--- src/rtl/twu_pkg.sv ---
package twu_pkg;

   // Class of a registered snapshot
   typedef enum logic [1:0] {
      SNAP_IDLE = 2'd0,
      SNAP_GOOD = 2'd1,
      SNAP_BAD  = 2'd2
   } snap_class_t;

endpackage

--- src/rtl/twu_capture.sv ---
module twu_capture #(
   parameter int TAPS = 128
) (
   input  logic            clk,
   input  logic            rst,
   input  logic            in_valid,
   input  logic [TAPS-1:0] in_taps,
   output logic            s_valid,
   output logic [TAPS-1:0] s_taps
);

   always_ff @(posedge clk) begin
      if (rst) begin
         s_valid <= 1'b0;
         s_taps  <= '0;
      end else begin
         s_valid <= in_valid;
         s_taps  <= in_valid ? in_taps : '0;
      end
   end

   // a registered snapshot only follows a strobe
   a_r2_capture_follows_strobe: assert property (@(posedge clk) disable iff (rst)
      s_valid |-> $past(in_valid));

   // unstrobed taps never reach the decoder
   a_r3_idle_taps_cleared: assert property (@(posedge clk) disable iff (rst)
      !s_valid |-> (s_taps == '0));

endmodule

--- src/rtl/twu_edge_find.sv ---
module twu_edge_find #(
   parameter int TAPS     = 128,
   parameter bit FROM_TOP = 1'b0,
   localparam int IDX_W   = $clog2(TAPS)
) (
   input  logic [TAPS-1:0]  vec,
   output logic             found,
   output logic [IDX_W-1:0] idx
);

   assign found = |vec;

   generate
      if (FROM_TOP) begin : g_highest
         always_comb begin
            idx = '0;
            for (int i = 0; i < TAPS; i++) begin
               if (vec[i]) idx = IDX_W'(i);
            end
         end
      end else begin : g_lowest
         always_comb begin
            idx = '0;
            for (int i = TAPS - 1; i >= 0; i--) begin
               if (vec[i]) idx = IDX_W'(i);
            end
         end
      end
   endgenerate

   // a reported edge index always points at a set tap
   always_comb begin
      if (found) begin
         a_r5_edge_on_set_tap: assert (vec[idx]);
      end
   end

endmodule

--- src/rtl/twu_transition_count.sv ---
module twu_transition_count #(
   parameter int TAPS    = 128,
   localparam int CNT_W  = $clog2(TAPS) + 1
) (
   input  logic [TAPS-1:0]  vec,
   output logic [CNT_W-1:0] count
);

   logic [TAPS-2:0] diff;

   genvar g;
   generate
      for (g = 0; g < TAPS - 1; g++) begin : g_diff
         assign diff[g] = vec[g] ^ vec[g+1];
      end
   endgenerate

   always_comb begin
      count = '0;
      for (int i = 0; i < TAPS - 1; i++) begin
         count = count + CNT_W'(diff[i]);
      end
   end

endmodule

--- src/rtl/twu_decoder.sv ---
module twu_decoder #(
   parameter int TAPS     = 128,
   localparam int IDX_W   = $clog2(TAPS),
   localparam int CODE_W  = IDX_W + 1,
   localparam int CNT_W   = IDX_W + 1,
   localparam int CODE_MAX = 2 * TAPS - 4
) (
   input  logic              clk,
   input  logic              rst,
   input  logic              tap_valid,
   input  logic [TAPS-1:0]   tap_vec,
   output logic [CODE_W-1:0] fine_code,
   output logic              hit_valid,
   output logic              pattern_err
);
   import twu_pkg::*;

   generate
      if (TAPS < 4) begin : g_bad_taps
         $error("twu_decoder: TAPS must be at least 4");
      end
   endgenerate

   logic              snap_valid;
   logic [TAPS-1:0]   snap_taps;
   logic              lo_found, hi_found;
   logic [IDX_W-1:0]  lo_idx, hi_idx;
   logic [CNT_W-1:0]  edge_cnt;
   logic [CODE_W-1:0] code_sum;
   snap_class_t       snap_class;

   twu_capture #(.TAPS(TAPS)) u_capture (
      .clk      (clk),
      .rst      (rst),
      .in_valid (tap_valid),
      .in_taps  (tap_vec),
      .s_valid  (snap_valid),
      .s_taps   (snap_taps)
   );

   twu_edge_find #(.TAPS(TAPS), .FROM_TOP(1'b0)) u_trail (
      .vec   (snap_taps),
      .found (lo_found),
      .idx   (lo_idx)
   );

   twu_edge_find #(.TAPS(TAPS), .FROM_TOP(1'b1)) u_lead (
      .vec   (snap_taps),
      .found (hi_found),
      .idx   (hi_idx)
   );

   twu_transition_count #(.TAPS(TAPS)) u_count (
      .vec   (snap_taps),
      .count (edge_cnt)
   );

   assign code_sum = {1'b0, lo_idx} + {1'b0, hi_idx};

   always_comb begin
      if (!snap_valid || !(lo_found && hi_found)) begin
         snap_class = SNAP_IDLE;
      end else if (edge_cnt == CNT_W'(2) && !snap_taps[0]) begin
         snap_class = SNAP_GOOD;
      end else begin
         snap_class = SNAP_BAD;
      end
   end

   always_ff @(posedge clk) begin
      if (rst) begin
         hit_valid   <= 1'b0;
         pattern_err <= 1'b0;
         fine_code   <= '0;
      end else begin
         hit_valid   <= (snap_class == SNAP_GOOD);
         pattern_err <= (snap_class == SNAP_BAD);
         fine_code   <= (snap_class == SNAP_GOOD) ? code_sum : '0;
      end
   end

   // hit and error are exclusive
   a_r10_hit_err_exclusive: assert property (@(posedge clk) disable iff (rst)
      !(hit_valid && pattern_err));

   // code is cleared without a hit
   a_r10_code_zero_idle: assert property (@(posedge clk) disable iff (rst)
      !hit_valid |-> (fine_code == '0));

   // every result stems from a registered snapshot one cycle earlier
   a_r2_result_after_snapshot: assert property (@(posedge clk) disable iff (rst)
      (hit_valid || pattern_err) |-> $past(snap_valid));

   // a decoded code stays inside the reachable range
   a_r6_code_in_range: assert property (@(posedge clk) disable iff (rst)
      hit_valid |-> (int'(fine_code) >= 2 && int'(fine_code) <= CODE_MAX));

   // an error needs tap activity in the snapshot
   a_r8_err_needs_activity: assert property (@(posedge clk) disable iff (rst)
      pattern_err |-> $past(snap_valid && (snap_taps != '0)));

endmodule

--- config.mk ---
export PLATFORM = sky130hd
export DESIGN_NAME = twu_decoder
export DESIGN_NICKNAME = d
export VERILOG_FILES = /design/src/rtl/twu_pkg.sv /design/src/rtl/twu_capture.sv /design/src/rtl/twu_edge_find.sv /design/src/rtl/twu_transition_count.sv /design/src/rtl/twu_decoder.sv
export SDC_FILE = /design/constraint.sdc
export NUM_CORES = 1
export LEC_CHECK = 0
export BUFFER_PORTS_ARGS = -buffer_cell sky130_fd_sc_hd__buf_2
export CAP_MARGIN = 20
export CORE_UTILIZATION = 35
export CTS_CLUSTER_SIZE = 20
export DETAILED_ROUTE_END_ITERATION = 12
export PLACE_DENSITY = 0.49
export SYNTH_ARGS = -nofsm -noshare
export SYNTH_HDL_FRONTEND = slang
export SYNTH_SLANG_ARGS = --single-unit
--- constraint.sdc ---
create_clock -name clk -period 10.95 [get_ports clk]
set_clock_uncertainty 0.1 [all_clocks]
set_input_delay 2.19 -clock clk [delete_from_list [all_inputs] [get_ports clk]]
set_output_delay 2.19 -clock clk [all_outputs]
set_load 0.03 [all_outputs]
# Word level (Yosys, flattened, before mapping)
# Index checks and enable logic that the tools add are counted.
# classes
addsub	127
n_eq_ne	3
mux	257
n_bitwise	129
n_reduce_logical	8
# op_table
cell	count
2-to-1 mux 7 bit	192
adder 8 x 1 -> 8 bit	125
2-to-1 mux 6 bit	32
OR reduction 128 bit	1
bitwise XOR 1 bit	127
2-to-1 mux 5 bit	16
2-to-1 mux 4 bit	8
2-to-1 mux 3 bit	4
adder 7 x 7 -> 8 bit	1
== test 8 x 2 -> 1 bit (second input constant)	1
2-to-1 mux 2 bit	4
OR reduction 2 bit	2
logical NOT 1 bit	3
adder 1 x 1 -> 2 bit	1
== test 2 x 1 -> 1 bit (second input constant)	1
== test 2 bit (second input constant)	1
NOT 1 bit	2
logical AND 1 bit	1
logical OR 1 bit	1
2-to-1 mux 1 bit	1
# totals
register_bits	139
in_bits	131
output_inout_bits	10
elab_cells	529

# Depth between registers and ports, before layout
# depth
ltp_word	134
ltp_mapped	29
ltp_nobuf	27

# Modules after synthesis
# Synthesis repeated with hierarchy kept, for this count alone.
# unflattened
hier_cells	1326
area_unflattened_um2	12014.0
# modules_own_cells
mod	n_inst	cells_each	area_each_um2	seq_area_each_um2
twu_transition_count	1	389	4237.8	0.0
twu_capture	1	286	3862.5	2582.5
twu_edge_find (u_trail)	1	300	1697.9	0.0
twu_edge_find (u_lead)	1	292	1641.6	0.0
twu_decoder	1	59	574.3	200.2

# Worst setup path after synthesis
# Ideal clock, no wire load.
# synth_timing
path_type	register to register
startpoint	register u_capture.s_taps[118]
endpoint	register fine_code[2]
t_arrival_ns	7.499
path_slack_ns	3.273
stages_incl_launch_ff	23
n_path_buf	2
path_cell_list	dfxtp_1 > clkbuf_1 > inv_1 > ha_1 > fa_1 > inv_1 > fa_1 > fa_1 > fa_1 > fa_1 > fa_1 > fa_1 > fa_1 > fa_1 > fa_1 > inv_1 > ha_1 > fa_1 > nor4b_1 > nand4_1 > or2_1 > clkbuf_1 > nor3_1
# synth_via
elab_chain_cells	120
# synth_rtl
element	line	text
start: declaration	twu_capture.sv:9	output logic [TAPS-1:0] s_taps
start signal: assignment	twu_capture.sv:18	s_taps <= in_valid ? in_taps : '0;
2-to-1 mux 7 bit (119 in a row)	twu_edge_find.sv:25	if (vec[i]) idx = IDX_W'(i);
adder 7 x 7 -> 8 bit	twu_decoder.sv:58	assign code_sum = {1'b0, lo_idx} + {1'b0, hi_idx};
end signal: assignment	twu_decoder.sv:78	fine_code <= (snap_class == SNAP_GOOD) ? code_sum : '0;
end: declaration	twu_decoder.sv:12	output logic [CODE_W-1:0] fine_code,
# Several ways; a longest one is shown, not always the timed one.
# A chain may end at the register's enable or synchronous reset.

# Worst setup path in the final report
# layout_timing
startpoint	register u_capture.s_taps[125]
endpoint	register fine_code[5]
# layout_via
elab_chain_cells	127
# layout_rtl
element	line
2-to-1 mux 7 bit (126 in a row)	twu_edge_find.sv:25
adder 7 x 7 -> 8 bit	twu_decoder.sv:58
# Several ways; a longest one is shown, not always the timed one.

==> results by group <==
Power
  • Int Power: 2.960 mW
  • Comb power frac: approximately 77%
  • P_leak: 5.596 nW
  • Reg power frac: approximately a tenth
  • Switch Pwr: between 2 and 3 mW
  • Cell area power density: 402.0 nW/um^2
  • Switch share: 46.02%
  • Worst VDD drop: just over 1 mV
  • Clk pwr share: 12.4%

Outcome
  • Status: finished clean

Die
  • DIE AREA: between 30,000 and 40,000 um^2
  • Initial Util: 35.54%
  • Total number of placement rows: 67
  • Height of the die: about 190 um
  • Die width: 186.5 um
  • I/O pin count: around 140
  • Core area: 33,530 um^2

Yosys
  • Dominant cell type by area after synthesis: dfxtp_1
  • Top post-synthesis cells by count: inv_1 (234), dfxtp_1 (139), and2_1 (133), fa_1 (115), ha_1 (100)
  • Synth warn: 0
  • Cells after Synth: 1,353
  • EDFF count, synth: 0
  • Seq/Total Area, Yosys: a little under a quarter
  • Share of the synthesized area in the top cell type: a little under a quarter
  • Count of cell types in the netlist: between 60 and 70
  • Synth Flop Type: dfxtp_1
  • Syn nets: 1,699
  • Largest cells by area after synthesis: dfxtp_1 (23%), fa_1 (19%), ha_1 (10%), inv_1 (7.4%), and2_1 (7.0%)
  • Cell Area, Synth: 11,920 um^2
  • Most common cell in the synthesized netlist: inv_1
  • Asr flop ratio synth: 0%
  • Synth Register Bits: around 140
  • Mean post-synth cell area: between 8 and 9 um^2

GRT
  • First-pass GRT wire length: 58,220 um
  • Initial antenna violation count: 0
  • Largest net degree at the start of global routing: 130
  • GR Util All Layers: 22.72%
  • Vias in the first global route: 9,797
  • Grt total ovfl: 0

Clock network
  • Post-CTS setup buffer count: 0
  • Clock Path Buffers: 2
  • TritonCTS clock tree: done
  • H-tree depth: 4
  • Clock sink count: 139
  • CTS clk-pin slew, worst paths: approximately 60 ps
  • CTS buffer count: 17
  • Gates resized, CTS repair: 0
  • Hold Buf Count CTS: 0
  • Clk Latency, worst-skew pair: about 450 ps
  • Root Buffer: clkbuf_16

Drt
  • Final wirelength: 38,300 um
  • Met2 Routed Length: 17,740 um
  • DR top layer: met4
  • Post-DRT Antenna Nets: 0
  • M1 wire length: between 15,000 and 20,000 um
  • Drc violations: 0
  • Via/cell ratio: 5.007
  • Routed len/inst: 19.96 um
  • Routed vias: between 9,000 and 10,000
  • Met3 WL: between 1500 and 2000 um
  • Pre-antenna DRT Iters: 5
  • Drt initial violations: 608

Setup path
  • Logic depth of the worst register-to-register path: 20
  • WS Path Type: reg2reg
  • CP Max Fanout: 8
  • WP data arrival: 8320 ps
  • Critical path capture point type: register
  • WP data required: 11,220 ps
  • Crit start category: register

Placed design
  • Port bufs: 140
  • Placement Setup Slack: 2892 ps
  • Hpwl dp: 32,670 um
  • Final GP Congestion: 0.9285

Timing
  • Final period utilization: approximately three quarters
  • Worst-Margin Slew: 1171 ps
  • TNS Setup: 0 ps
  • RSZ-0062 raised after global routing: false
  • Slew Limit Fails: 0
  • Tmin final: 8053 ps
  • Fin worst setup slack: roughly 2900 ps
  • Hold Fails Final Rpt: 0
  • Max frequency: about 120 MHz
  • Slew HR: 21.18%
  • Final setup viols: 0

Cells and area
  • Fin nets: 1,806
  • Layout cell share with drive strength beyond 1: 14.28%
  • Area Overhead vs Synth: 14.49%
  • Diode count: 0

Hold path
  • HP Class: reg2reg
  • Worst hold path cell count: 2

Job
  • Max-cap violations: 0
## worst max-delay path, stage by stage (launching register included)
cell and delay, ps:
dfxtp_1 630, inv_1 120, ha_1 300, inv_1 50, fa_1 560, fa_1 460
fa_1 610, fa_1 450, fa_1 530, fa_1 440, fa_1 500, fa_1 560
fa_1 420, fa_1 490, inv_1 40, ha_1 210, fa_1 540, nor4b_1 220
nand4_1 130, or2_1 370, nor3_1 230
## state kept, by name (all words and copies together) (netlist names)
signal	count
u_capture.s_taps	128
fine_code	8
hit_valid	1
pattern_err	1
u_capture.s_valid	1
## layer usage
metal / global-route usage [%] / vias to the layer above
li1: - / 4683
met1: 29.54 / 4634
met2: 36.61 / 239
met3: 4.965 / 52
met4: 9.079 / 0
met5: 0 / -
## final timing paths
| path | slack (ps) | to | from |
|---|---|---|---|
| worst max-delay path | 2900 | fine_code[5] | u_capture.s_taps[125] |
| worst min-delay path | 580 | pattern_err | u_capture.s_valid |
| worst max register to register | 2900 | fine_code[5] | u_capture.s_taps[125] |
| worst min register to register | 580 | pattern_err | u_capture.s_valid |
## metrics by stage
stage          instance area, um^2  utilization (%)  std cells  hold WS, ps  total power, mW
2_1_floorplan                11920                -       1353        343.3            3.722
5_1_grt                      13640            40.69       1919        586.0            6.233
4_1_cts                      13640            40.69       1919        581.0            5.502
3_3_place_gp                 12950            38.63       1888        573.8            4.825
6_report                     13640            40.69       1919        579.9            5.485
3_5_place_dp                 12960            38.65       1889        566.0            4.744
## kinds of logic after synthesis
logic type | synth area share, %
AOI/OAI and AO/OA | 12.19
xor gates and xnor gates | 4.777
adders and majority gates | 29.82
buffers and inverters | 9.744
DFF | 23.35
and+or+nand+nor | 20.12
## power groups by stage
stage               Clock, mW  Sequential [mW]  Combinational (mW)
CTS                     0.700            0.580                4.22
global route            0.717            0.584                4.93
global placement            0            0.591                4.23
detailed placement          0            0.591                4.15
floorplan                   0            0.582                3.14
finish                  0.678            0.580                4.23
## placed cells by master, fill, tap and decap left out, types with 36 or more instances in the layout
cell type	instances
a21oi_1	53
buf_2	141
fa_1	115
nor2_1	95
nand2_1	36
dfxtp_1	139
inv_1	234
xnor2_1	62
ha_1	100
and2_1	133
## cell type report
type	count	area [um^2]
Clock buffer	18	439.2
Sequential cell	139	2783
Timing Repair Buffer	142	713.2
Multi-Input combinational cell	916	7986
Tap cell	448	560.5
Clock inverter	12	245.2
Inverter	244	915.9
Fill cell	3485	19890
Power figures use the tool's default switching activity.
